$ cat config.mk
export PLATFORM = sky130hd
export DESIGN_NAME = nvm_row_eraser
export DESIGN_NICKNAME = d
export VERILOG_FILES = /design/src/rtl/nvm_row_eraser.sv
export SDC_FILE = /design/constraint.sdc
export NUM_CORES = 1
export LEC_CHECK = 0
export BUFFER_PORTS_ARGS = -buffer_cell sky130_fd_sc_hd__buf_2
export CAP_MARGIN = 0
export CORE_MARGIN = 5
export CORE_UTILIZATION = 47
export DETAILED_ROUTE_END_ITERATION = 12
export PLACE_DENSITY = 0.73
export SYNTH_ARGS = -nofsm -noshare
export SYNTH_HDL_FRONTEND = slang
export SYNTH_SLANG_ARGS = --single-unit
$ cat constraint.sdc
create_clock -name clk -period 4.55 [get_ports clk]
set_clock_uncertainty 0.05 [all_clocks]
set_input_delay 0.455 -clock clk [delete_from_list [all_inputs] [get_ports clk]]
set_output_delay 0.455 -clock clk [all_outputs]
set_load 0.05 [all_outputs]
$ cat src/rtl/nvm_row_eraser.sv
module nvm_row_eraser #(
  parameter int ADDR_W       = 15,
  parameter int ROW_BITS     = 5,
  parameter int UID_WORDS    = 4,
  parameter int ERASE_CYCLES = 40,
  localparam int ROW_IDX_W   = ADDR_W - ROW_BITS,
  localparam int HI_W        = ADDR_W - 8,
  localparam int CNT_W       = $clog2(ERASE_CYCLES + 1)
) (
  input  logic                 clk,
  input  logic                 rst_n,
  input  logic                 reg_we,
  input  logic [1:0]           reg_sel,
  input  logic [7:0]           reg_wdata,
  input  logic [1:0]           reg_rsel,
  output logic [7:0]           reg_rdata,
  input  logic [ROW_IDX_W-1:0] prot_rows,
  output logic                 cpu_stall,
  output logic                 irq,
  output logic                 fl_erase,
  output logic                 fl_uid,
  output logic [ROW_IDX_W-1:0] fl_row
);

  localparam logic [1:0] SEL_CTRL = 2'd0;
  localparam logic [1:0] SEL_LO   = 2'd1;
  localparam logic [1:0] SEL_HI   = 2'd2;
  localparam logic [1:0] SEL_KEY  = 2'd3;
  localparam logic [7:0] KEY_A    = 8'h55;
  localparam logic [7:0] KEY_B    = 8'hAA;

  typedef enum logic [1:0] {K_IDLE, K_HALF, K_ARMED} key_t;

  key_t             key_st;
  logic             uid_sel, erase_sel, wr_ena, int_ena, done_flag, busy;
  logic [7:0]       addr_lo;
  logic [HI_W-1:0]  addr_hi;
  logic [CNT_W-1:0] cnt;

  wire [ADDR_W-1:0] tgt     = {addr_hi, addr_lo};
  wire              wr_ok   = reg_we && !busy;
  wire              ctrl_wr = wr_ok && reg_sel == SEL_CTRL;
  wire              key_armed = key_st == K_ARMED;
  wire              go_req  = ctrl_wr && key_armed && reg_wdata[3] && reg_wdata[2] && reg_wdata[1];
  wire              blocked = reg_wdata[0] ? (tgt >= ADDR_W'(UID_WORDS))
                                           : (tgt[ADDR_W-1:ROW_BITS] < prot_rows);
  wire              launch  = go_req && !blocked;
  wire              last    = busy && cnt == '0;

  always_ff @(posedge clk or negedge rst_n) begin
    if (!rst_n) begin
      key_st <= K_IDLE;
    end else if (wr_ok) begin
      if (reg_sel != SEL_KEY)
        key_st <= K_IDLE;
      else if (key_st == K_IDLE && reg_wdata == KEY_A)
        key_st <= K_HALF;
      else if (key_st == K_HALF && reg_wdata == KEY_B)
        key_st <= K_ARMED;
      else
        key_st <= K_IDLE;
    end
  end

  always_ff @(posedge clk or negedge rst_n) begin
    if (!rst_n) begin
      addr_lo <= '0;
      addr_hi <= '0;
    end else if (wr_ok) begin
      if (reg_sel == SEL_LO) addr_lo <= reg_wdata;
      if (reg_sel == SEL_HI) addr_hi <= reg_wdata[HI_W-1:0];
    end
  end

  always_ff @(posedge clk or negedge rst_n) begin
    if (!rst_n) begin
      uid_sel   <= 1'b0;
      erase_sel <= 1'b0;
      wr_ena    <= 1'b0;
      int_ena   <= 1'b0;
      done_flag <= 1'b0;
      busy      <= 1'b0;
      cnt       <= '0;
    end else begin
      if (ctrl_wr) begin
        uid_sel   <= reg_wdata[0];
        erase_sel <= reg_wdata[1];
        wr_ena    <= reg_wdata[2];
        done_flag <= reg_wdata[4];
        int_ena   <= reg_wdata[5];
      end
      if (launch) begin
        busy <= 1'b1;
        cnt  <= CNT_W'(ERASE_CYCLES - 1);
      end else if (last) begin
        busy      <= 1'b0;
        done_flag <= 1'b1;
      end else if (busy) begin
        cnt <= cnt - 1'b1;
      end
    end
  end

  always_comb begin
    case (reg_rsel)
      SEL_CTRL: reg_rdata = {2'b00, int_ena, done_flag, busy, wr_ena, erase_sel, uid_sel};
      SEL_LO:   reg_rdata = addr_lo;
      SEL_HI:   reg_rdata = 8'(addr_hi);
      default:  reg_rdata = 8'h00;
    endcase
  end

  assign cpu_stall = busy;
  assign irq       = done_flag && int_ena;
  assign fl_erase  = last;
  assign fl_uid    = uid_sel;
  assign fl_row    = tgt[ADDR_W-1:ROW_BITS];

endmodule

## Word level (Yosys, flattened, before mapping)

Index checks and enable logic that the tools add are counted.

| storage, ports and cells | value |
|---|---|
| flip-flop bits (word level) | 29 |
| word-level logic and storage cells | 58 |
| input port bits | 25 |
| output and inout bits | 22 |

| cells by class | value |
|---|---|
| order comparisons | 2 |
| eq/ne operators | 10 |
| mux-type cells | 13 |
| add/sub/neg operators | 1 |
| reduce and logical (&&, ||, !) cells | 22 |

Operators with widths:

| cell | number |
|---|---|
| $pmux 8 s3 | 1 |
| $mux 6 | 3 |
| $ge 15x3->1 const B | 1 |
| $logic_and 1x1->1 | 11 |
| $lt 10x10->1 | 1 |
| $eq 8x7->1 const B | 1 |
| $eq 8x8->1 const B | 1 |
| $eq 2x1->1 const B | 3 |
| $eq 2x2->1 const B | 3 |
| $logic_not 2->1 | 3 |
| $logic_not 6->1 | 1 |
| $mux 1 | 6 |
| $mux 2 | 3 |
| $reduce_and 2->1 | 3 |
| $sub 6x1->6 const B | 1 |
| $reduce_bool 2->1 | 2 |
| $logic_not 1->1 | 2 |
| $ne 2x1->1 const B | 1 |
| $ne 2x2->1 const B | 1 |

## Logic depth before layout (Yosys ltp)

Gate-level depths: netlist of the first run.

| logic depth | value |
|---|---|
| word-level depth | 10 |
| gate-level depth with buffers | 7 |
| gate-level depth less buffers | 7 |

## Worst setup path before layout of the first run

No wires, ideal clock.

| timing | value |
|---|---|
| path kind | input -> output |
| from | input port reg_rsel[0] |
| to | output port reg_rdata[3] |
| data required time | 4.045 ns |
| slack | 2.016 ns |
| data arrival time | 2.029 ns |
| stages on the path | 3 |
| path buffers | 1 |
| path through | clkbuf_1 mux2i_1 o21ai_0 |

| on the way | value |
|---|---|
| longest elaborated chain between the ends | 2 |
| elaborated cells on any way between the ends | 4 |
| those cells by class | eq/ne (2); mux (1); reduce/logical (1) |

Ends and longest elaborated chain:

| element | RTL line | source |
|---|---|---|
| start: declaration | 15 | `input logic [1:0] reg_rsel,` |
| $eq 2x2->1, or another cell as far along | 105 | `case (reg_rsel)` |
| $pmux 8 s3 (*) | 105 |  |
| end: declaration | 16 | `output logic [7:0] reg_rdata,` |

Every way passes the cells marked *; elsewhere a longest branch is shown, timed or not.

## Worst setup path in the final report of the first run

| timing | value |
|---|---|
| from | register cnt[0] |
| to | output port fl_erase |

| on the way | value |
|---|---|
| longest elaborated chain between the ends | 2 |

Ends and longest elaborated chain:

| element | RTL line | source |
|---|---|---|
| start: declaration | 38 | `logic [CNT_W-1:0] cnt;` |
| start signal: assignment | 94 | `cnt <= CNT_W'(ERASE_CYCLES - 1);` |
| start signal: assignment | 99 | `cnt <= cnt - 1'b1;` |
| $logic_not 6->1 | 48 | `wire last = busy && cnt == '0;` |
| $logic_and 1x1->1 | 48 |  |
| end: declaration | 20 | `output logic fl_erase,` |

Every way passes these cells.

==> flow_summary.json, run 1 <==
{
  "maxSlewHeadroom": 0.558,
  "core_area_mm2": 0.00363,
  "startpoint_type": "flip-flop",
  "power_density_mw_per_mm2": 380,
  "power_frac_comb": 0.277,
  "wl_per_cell_um": 16.0,
  "cts_buffer_depth": 2,
  "path_max_fanout": 4,
  "cts.sinks": 29,
  "crit_chain": "inv_1, ha_1, nand2b_1, nor3_1, buf_2",
  "design.die.area_mm2": 0.00507,
  "cts_setup_buffers": 0,
  "multi_input_area_um2": 948,
  "final-max-slew-violation-count": 0,
  "ir_worst_vdd_v": 0.000207,
  "cap_viol_max_count": 0,
  "layout_min_cycle_time_ps": 2170,
  "synth_area_per_cell_um2": 10.9,
  "cts_resized": 0,
  "power_frac_seq": 0.390,
  "rrSetupSlack_ps": 2500,
  "detail-route-antenna-nets": 0,
  "tightest_slew_ps": 663,
  "endpoint_kind": "output pin",
  "finalHoldViolations": 0,
  "r2r_start": "addr_hi[4]$_DFFE_PN0P_",
  "clkLatencyLatePin_ps": 280,
  "status": "finished, final reports clean",
  "regArea_um2": 726,
  "grt_pass1_vias": 1383,
  "grt_max_degree": 30,
  "crit_required_ps": 4050,
  "io_pins": 47,
  "tritoncts": "yes",
  "tns_ps": 0,
  "diodes": 0,
  "yosys_warnings": 0,
  "internal-power_mw": 0.537,
  "rsz0062_at_grt": "no",
  "synth.area.top_cells": "dfrtp_1 (41%), mux2_2 (12%), ha_1 (7.1%)",
  "power_mw": 0.809,
  "nets": 244,
  "hpwl_um": 3180,
  "synth_seq_area_share": 0.412,
  "worst-setup-path-type": "reg2out",
  "gr-usage-met3": 0.0497,
  "gp_congestion": 0.793,
  "io_buffers": 46,
  "p_clk_frac": 0.332,
  "fillCellCount": 330,
  "numCtsBuffers": 5,
  "clock.fmax_ghz": 0.460,
  "start_util": 0.485,
  "use_met1": 0.240,
  "core.rowCount": 22,
  "pre_cts_slack_ps": 2410,
  "synth_top_area_frac": 0.412,
  "ff2ff_path_depth": 5,
  "grt_antenna_before_repair": 0,
  "ys_seq_elements": 29,
  "grt_pass1_wl_um": 6940,
  "syn_to_final_growth_pct": 21.0,
  "avgViaCountPerCell": 5.38,
  "instances_no_fill": 258,
  "p_leak_nw": 1.08,
  "yosysUniqueCellTypes": 43,
  "r2r-end": "cnt[5]$_DFFE_PN0P_",
  "worst_path_largest_cell_delay_ps": 400,
  "cts.htree.levels": 2,
  "cts-root-buf": "clkbuf_8",
  "worst_slack_ps": 2380,
  "drt_wl_total_um": 4130,
  "cp_slowest_cell": "dfrtp_1",
  "p_sw_frac": 0.336,
  "syn_inst": 161,
  "fp.dieW_um": 71.2,
  "grt-ovfl-total": 0,
  "num_vias": 1387,
  "grtUsageMet2": 0.274,
  "hold_buffers": 0,
  "fin_crit_sh": 0.478,
  "synth_nets": 196,
  "switchingPower_mw": 0.272,
  "route.detailed.drc": 0,
  "layout_commonest_cell": "buf_2",
  "grt_usage": 0.180,
  "place_inst": 250,
  "drt_first_pass_iters": 4,
  "busiest_layer": "met2",
  "setup_viol": 0,
  "cp.arrival_ps": 1670,
  "synth_top_cell_by_area": "dfrtp_1",
  "synth.cell_area_mm2": 0.00176,
  "final_cell_mix": "buf_2 (46), dfrtp_1 (29), mux2_2 (19)",
  "hp-class": "in2async",
  "drt_iter0_markers": 70,
  "clk_pin_slew_ps": 60,
  "drive_above_1_share": 0.390,
  "fp.dieH_um": 71.2
}
logic make-up after synthesis:
kind of cell / synth area share
compound gates: 0.102
fa+ha+maj: 0.0711
simple gates: 0.190
flops: 0.412
xor+xnor: 0.0199
mux: 0.156
buf+inv: 0.0490
state kept, by name, indices dropped and copies added (netlist names):
name and count:
int_ena 1, done_flag 1, erase_sel 1, cpu_stall 1, key_st 2, cnt 6, fl_uid 1, addr_hi 7
addr_lo 8, wr_ena 1
metrics by stage:
step | hold slack (ps) | cell area [um^2] | utilization
CTS | 164 | 2130 | 0.586
finish | 158 | 2130 | 0.586
floorplan | 109 | 1760 | -
global placement | 446 | 2010 | 0.554
global route | 221 | 2130 | 0.586
detailed placement | 447 | 2010 | 0.554
synth_stat cells:
cell,instances
nor3_1,4
nand2_1,15
o41ai_4,1
inv_1,13
a211oi_1,2
xor2_1,1
or4_1,1
mux2i_1,6
buf_4,3
nor3_4,1
o21ai_0,10
o311ai_0,1
nor2_1,6
nor4bb_1,1
xnor2_1,3
or2b_2,1
nand2b_4,1
or3_1,1
and2_1,3
a211o_2,1
nor3b_4,1
dfrtp_1,29
a41oi_1,2
nand4_1,2
o41ai_1,1
nand3_1,2
ha_1,10
nand2b_1,2
nor4b_4,1
a22o_2,1
buf_6,1
clkbuf_1,1
nor3b_2,1
mux2_2,19
nor3b_1,1
o31ai_2,1
nor4_1,3
nor4b_1,2
o211ai_1,1
nor2b_1,2
nand3b_1,1
a21oi_1,1
a21o_1,1
final cells by class:
type | instances | area share
flip-flops and latches | 29 | 0.341
clock buffers | 7 | 0.0405
repair buffers | 46 | 0.108
clock inverters | 1 | 0.0141
multi-input cells | 114 | 0.445
well taps | 48 | 0.0282
inverters | 13 | 0.0229
power groups by stage:
stage          Sequential, mW  Combinational (mW)  Clock, mW
2_1_floorplan           0.348               0.134          0
3_3_place_gp            0.320               0.223          0
3_5_place_dp            0.321               0.226          0
4_1_cts                 0.316               0.227      0.274
5_1_grt                 0.320               0.245      0.289
6_report                0.316               0.224      0.269
per-layer routing:
layer	share of wire	wire (um)	up-vias
met3	0.064	265	6
met4	0.016	66	0
li1	-	-	678
met2	0.47	1950	40
met5	0	0	-
met1	0.45	1850	663
how the worst max path moves through the flow:
| stage | startpoint | end | slack (ps) |
|---|---|---|---|
| detailed placement | prot_rows[3] | cnt[5]$_DFFE_PN0P_ | 2410 |
| finish | cnt[0]$_DFFE_PN0P_ | fl_erase | 2380 |
| global placement | prot_rows[3] | cnt[5]$_DFFE_PN0P_ | 2460 |
| CTS | cnt[0]$_DFFE_PN0P_ | fl_erase | 2310 |
| global route | cnt[0]$_DFFE_PN0P_ | fl_erase | 2190 |
| floorplan | reg_rsel[0] | reg_rdata[3] | 2020 |
worst max-delay path, delay by kind of cell, from the launching register on:
kind,cells,cell delay [ps]
buffers and inverters,2,430
AND/OR/NAND/NOR,2,390
adder cells (fa/ha/maj),1,180
flip-flops,1,400
(Power assumes the default switching activity.)
==> inputs of run 2 (changes only) <==
ABC_AREA = 1   (was default)
PLACE_DENSITY = 0.72   (was 0.73)
clock period = 2.1 ns   (was 4.55 ns; I/O delays follow)
==> flow_summary.json, run 2 <==
{
  "endpoint_kind": "output pin",
  "clock.fmax_ghz": 0.569,
  "fillCellCount": 364,
  "grt_pass1_wl_um": 7670,
  "drt_iter0_markers": 156,
  "p_leak_nw": 1.23,
  "hpwl_um": 3560,
  "rrSetupSlack_ps": 560,
  "pre_cts_slack_ps": 528,
  "syn_inst": 249,
  "diodes": 0,
  "gp_congestion": 0.794,
  "synth.area.top_cells": "dfrtp_1 (40%), nand2_1 (15%), inv_1 (8.4%)",
  "synth.cell_area_mm2": 0.00183,
  "hold_path_depth": 3,
  "synth_edf_count": 0,
  "path_max_fanout": 5,
  "ys_async_sr_fraction": 1.00,
  "syn_to_final_growth_pct": 21.3,
  "min_to": "addr_hi[3]$_DFFE_PN0P_",
  "finalHoldViolations": 0,
  "top_regs": "addr_lo (8), addr_hi (7), cnt (6)",
  "regArea_um2": 726,
  "final_cell_mix": "nand2_1 (75), buf_2 (46), inv_1 (41)",
  "grt_antenna_before_repair": 0,
  "cts.htree.levels": 2,
  "grt_usage": 0.189,
  "largest_register": "addr_lo",
  "synth_nets": 284,
  "num_vias": 1731,
  "start_util": 0.492,
  "clk_pin_slew_ps": 60,
  "core.rowCount": 22,
  "power_mw": 1.35,
  "ys_seq_elements": 29,
  "grt_max_degree": 30,
  "layout_commonest_cell": "nand2_1",
  "numCtsBuffers": 5,
  "hp-class": "in2reg",
  "instances_no_fill": 347,
  "drt_wl_total_um": 4520,
  "worst-setup-path-type": "reg2out",
  "rsz0062_at_grt": "no",
  "cp.arrival_ps": 1500,
  "final-max-slew-violation-count": 0,
  "synth_area_per_cell_um2": 7.34,
  "nets": 333,
  "multi_input_area_um2": 887,
  "p_clk_frac": 0.511,
  "p_sw_frac": 0.212,
  "cts_buffer_depth": 2,
  "avgViaCountPerCell": 4.99,
  "ff2ff_path_depth": 9,
  "status": "finished, final reports clean",
  "layout_min_cycle_time_ps": 1760,
  "setup_viol": 0,
  "synth_top_cell_by_area": "dfrtp_1",
  "power_density_mw_per_mm2": 608,
  "cts-root-buf": "clkbuf_8",
  "yosys_warnings": 0,
  "internal-power_mw": 1.06,
  "detail-route-antenna-nets": 0,
  "grt-ovfl-total": 0,
  "synthFlopType": "dfrtp_1",
  "drt_first_pass_iters": 4,
  "worstHoldStart": "reg_wdata[3]",
  "place_inst": 338,
  "ir_worst_vdd_v": 0.000484,
  "io_buffers": 46,
  "grt_pass1_vias": 1699,
  "r2r-end": "cnt[2]$_DFFE_PN0P_",
  "startpoint_type": "flip-flop",
  "worst_slack_ps": 343,
  "largest_register_ff_count": 8,
  "yosysMostFrequentCell": "nand2_1",
  "cts_resized": 0,
  "drive_above_1_share": 0.227,
  "r2r_start": "addr_hi[2]$_DFFE_PN0P_",
  "tritoncts": "yes",
  "fp.dieH_um": 72.3,
  "tightest_slew_ps": 655,
  "io_pins": 47,
  "whs_ps": 157,
  "yosysUniqueCellTypes": 26,
  "power_frac_comb": 0.075,
  "cap_viol_max_count": 0,
  "maxSlewHeadroom": 0.564,
  "synth_top_area_frac": 0.397,
  "switchingPower_mw": 0.285,
  "tns_ps": 0,
  "fin_crit_sh": 0.837,
  "core_area_mm2": 0.00372,
  "clkLatencyLatePin_ps": 280,
  "synth_seq_area_share": 0.397,
  "design.die.area_mm2": 0.00523,
  "crit_required_ps": 1840,
  "route.detailed.drc": 0,
  "fp.dieW_um": 72.3,
  "synth_commonest_cells": "nand2_1 (75), inv_1 (41), dfrtp_1 (29)",
  "wl_per_cell_um": 13.0,
  "cts.sinks": 29,
  "power_frac_seq": 0.415
}
==> run 2: area by class of cell <==
type / count / area share
Tap cell: 48 / 0.0271
Timing Repair Buffer: 47 / 0.108
Clock inverter: 3 / 0.0294
Multi-Input combinational cell: 170 / 0.400
Sequential cell: 29 / 0.327
Inverter: 45 / 0.0762
Clock buffer: 5 / 0.0311
==> run 2: cells by family after synthesis <==
family / Yosys count / share of synthesized area
AOI/OAI and AO/OA: 31 / 0.0966
adders and majority gates: 10 / 0.0685
and+or+nand+nor: 127 / 0.311
DFF: 29 / 0.397
buffers and inverters: 50 / 0.117
xor gates and xnor gates: 2 / 0.00959
==> run 2: per-stage QoR <==
| stage | area (um^2) | util |
|---|---|---|
| floorplan | 1830 | - |
| global placement | 2070 | 0.558 |
| detailed placement | 2070 | 0.558 |
| CTS | 2220 | 0.596 |
| global route | 2220 | 0.596 |
| finish | 2220 | 0.596 |
==> run 2: power by group through the flow <==
stage / combinational (mW) / clock, mW / sequential (mW)
finish: 0.100 / 0.688 / 0.559
global route: 0.116 / 0.724 / 0.558
CTS: 0.102 / 0.703 / 0.559
detailed placement: 0.100 / 0 / 0.569
global placement: 0.0995 / 0 / 0.569
floorplan: 0.0467 / 0 / 0.569
==> run 2: metal layers <==
| metal | routed length, um | part of all wire | vias to the layer above | global-route usage |
|---|---|---|---|---|
| li1 | - | - | 879 | - |
| met1 | 2050 | 0.45 | 799 | 0.244 |
| met2 | 2100 | 0.46 | 46 | 0.313 |
| met3 | 294 | 0.065 | 7 | 0.0291 |
| met4 | 74 | 0.016 | 0 | 0.0772 |
| met5 | 0 | 0 | - | 0 |
==> run 2: how the worst max path moves through the flow <==
stage          depth (start not counted)           end  slack, ps                    from
6_report                               5      fl_erase        340      cnt[0]$_DFFE_PN0P_
5_1_grt                                5      fl_erase        240      cnt[0]$_DFFE_PN0P_
4_1_cts                                5      fl_erase        320      cnt[0]$_DFFE_PN0P_
3_5_place_dp                           6  reg_rdata[3]        530             reg_rsel[1]
2_1_floorplan                          2  reg_rdata[3]        230  addr_hi[3]$_DFFE_PN0P_
3_3_place_gp                           5  reg_rdata[3]        510             reg_rsel[0]
==> run 2: what timing repair did <==
item                                   4_1_cts  5_1_grt
endpoints found under the hold margin       29        0
hold buffers                                 1        0
setup buffers                                0        0
==> run 2: worst max-delay path, stage by stage (launching register included) <==
cell and delay, ps:
dfrtp_1 390, inv_1 100, ha_1 190, nand3_2 150
nor2_1 110, buf_2 270
==> inputs of run 3 (changes only) <==
ABC_AREA = 0   (was 1)
PLACE_DENSITY = 0.73   (was 0.72)
clock period = 1.7 ns   (was 2.1 ns; I/O delays follow)
==> flow_summary.json, run 3 (synthesis results as in run 1) <==
{
  "status": "finished, violations left",
  "violations": "setup timing",
  "crit_end": "cnt[4]$_DFFE_PN0P_",
  "final-max-slew-violation-count": 0,
  "tritoncts": "yes",
  "cts-root-buf": "clkbuf_8",
  "startpoint_type": "flip-flop",
  "hpwl_um": 3500,
  "ff2ff_path_depth": 6,
  "cts_buffer_depth": 2,
  "drt_iter0_markers": 73,
  "cts.htree.levels": 2,
  "finalHoldViolations": 0,
  "layout_min_cycle_time_ps": 1890,
  "crit_required_ps": 1830,
  "rrSetupSlack_ps": -190,
  "numCtsBuffers": 5,
  "grt_max_degree": 30,
  "io_buffers": 46,
  "tightest_slew_ps": 650,
  "grt_usage": 0.204,
  "drt_first_pass_iters": 4,
  "cp-startpoint": "addr_hi[0]$_DFFE_PN0P_",
  "design.die.area_mm2": 0.00507,
  "gp_congestion": 0.881,
  "io_pins": 47,
  "tns_ps": -975,
  "num_vias": 1540,
  "clk_pin_slew_ps": 60,
  "start_util": 0.485,
  "cp.arrival_ps": 2020,
  "grt_pass1_wl_um": 8050,
  "maxSlewHeadroom": 0.567,
  "avgViaCountPerCell": 5.44,
  "fin_crit_sh": 1.11,
  "fillCellCount": 284,
  "final_cell_mix": "buf_2 (45), buf_4 (23), dfrtp_1 (21)",
  "fp.dieW_um": 71.2,
  "drt_wl_total_um": 4950,
  "wl_per_cell_um": 17.5,
  "grt-ovfl-total": 0,
  "power_mw": 2.26,
  "setup_viol": 7,
  "route.detailed.drc": 0,
  "endpoint_kind": "flip-flop",
  "rsz0062_at_grt": "yes",
  "hp-class": "in2reg",
  "r2r_start": "addr_hi[0]$_DFFE_PN0P_",
  "fp.dieH_um": 71.2,
  "ir_worst_vdd_v": 0.000508,
  "core.rowCount": 22,
  "diodes": 0,
  "largest_register_ff_count": 8,
  "cts.sinks": 29,
  "whs_ps": 125,
  "detail-route-antenna-nets": 0,
  "largest_register": "addr_lo",
  "cap_viol_max_count": 0,
  "core_area_mm2": 0.00363,
  "p_leak_nw": 1.24,
  "worst_slack_ps": -192,
  "r2r-end": "cnt[4]$_DFFE_PN0P_",
  "drive_above_1_share": 0.553,
  "grt_antenna_before_repair": 0,
  "syn_to_final_growth_pct": 42.4,
  "power_density_mw_per_mm2": 902,
  "top_regs": "addr_lo (8), addr_hi (7), cnt (6)",
  "layout_commonest_cell": "buf_2",
  "nets": 269,
  "worst-setup-path-type": "reg2reg",
  "clkLatencyLatePin_ps": 280,
  "path_max_fanout": 7,
  "clock.fmax_ghz": 0.528,
  "grt_pass1_vias": 1580
}
run 3: changes by cell type in the layout (fill, tap and decap cells not counted), sizes merged, moves of 3 or more:
cell | before | now
a21oi | 6 | 1
and2 | 0 | 3
buf | 46 | 70
inv | 45 | 13
mux2 | 0 | 19
mux2i | 0 | 6
nand2 | 78 | 15
nand2b | 0 | 3
nand3 | 16 | 2
nor2 | 23 | 6
nor3b | 0 | 3
nor4b | 0 | 3
o21ai | 22 | 10
run 3: worst min path at each step:
stage	startpoint	to	slack, ps	cells after the start
after global routing	reg_wdata[3]	addr_lo[3]$_DFFE_PN0P_	140	2
after global placement	rst_n	addr_lo[0]$_DFFE_PN0P_	180	1
after CTS	reg_wdata[4]	done_flag$_DFF_PN0_	120	2
after floorplan	rst_n	addr_hi[0]$_DFFE_PN0P_	-180	0
final	reg_wdata[3]	addr_lo[3]$_DFFE_PN0P_	120	2
after detailed placement	rst_n	fl_uid$_DFFE_PN0N_	190	1
run 3: what timing repair did:
item,4_1_cts,5_1_grt
gates resized for setup,17,4
endpoints found under the hold margin,29,0
hold buffers,1,0
gates cloned,0,0
setup endpoints to repair,8,8
setup buffers,5,1
pin swaps,10,7
run 3: stage by stage:
stage,utilization,cells,setup slack (ps),cell area [um^2]
2_1_floorplan,-,161,-141,1830
3_3_place_gp,0.615,268,-175,2230
3_5_place_dp,0.615,268,-210,2230
4_1_cts,0.681,282,-141,2470
5_1_grt,0.690,283,-284,2510
6_report,0.690,283,-192,2510
run 3: layer usage:
| layer | vias to the layer above | global-route usage | wire length [um] |
|---|---|---|---|
| li1 | 727 | - | - |
| met1 | 763 | 0.263 | 2130 |
| met2 | 40 | 0.330 | 2470 |
| met3 | 10 | 0.0469 | 266 |
| met4 | 0 | 0.0814 | 91 |
| met5 | - | 0 | 0 |
run 3: final cells by class:
cell class                 count  area [um^2]  share of cell area
multi-input combinational    114         1120               0.447
sequential                    29          736               0.294
timing repair buffer          71          439               0.175
clock buffer                   7         96.3              0.0384
tap                           48         60.1              0.0240
inverter                      13         48.8              0.0195
clock inverter                 1         5.00             0.00200
run 3: where the power goes:
group	internal, mW	total [mW]	leakage (nW)	switching [mW]
combinational	0.301	0.774	0.819	0.472
sequential	0.768	0.851	0.362	0.0834
clock	0.365	0.635	0.0542	0.270
run 3: critical path, cell delays in order (launching register included):
cell and delay, ps:
dfrtp_2 420, buf_4 170, nor3_4 180, a41oi_2 180, nor4b_4 430, o31ai_4 180, and2_1 170
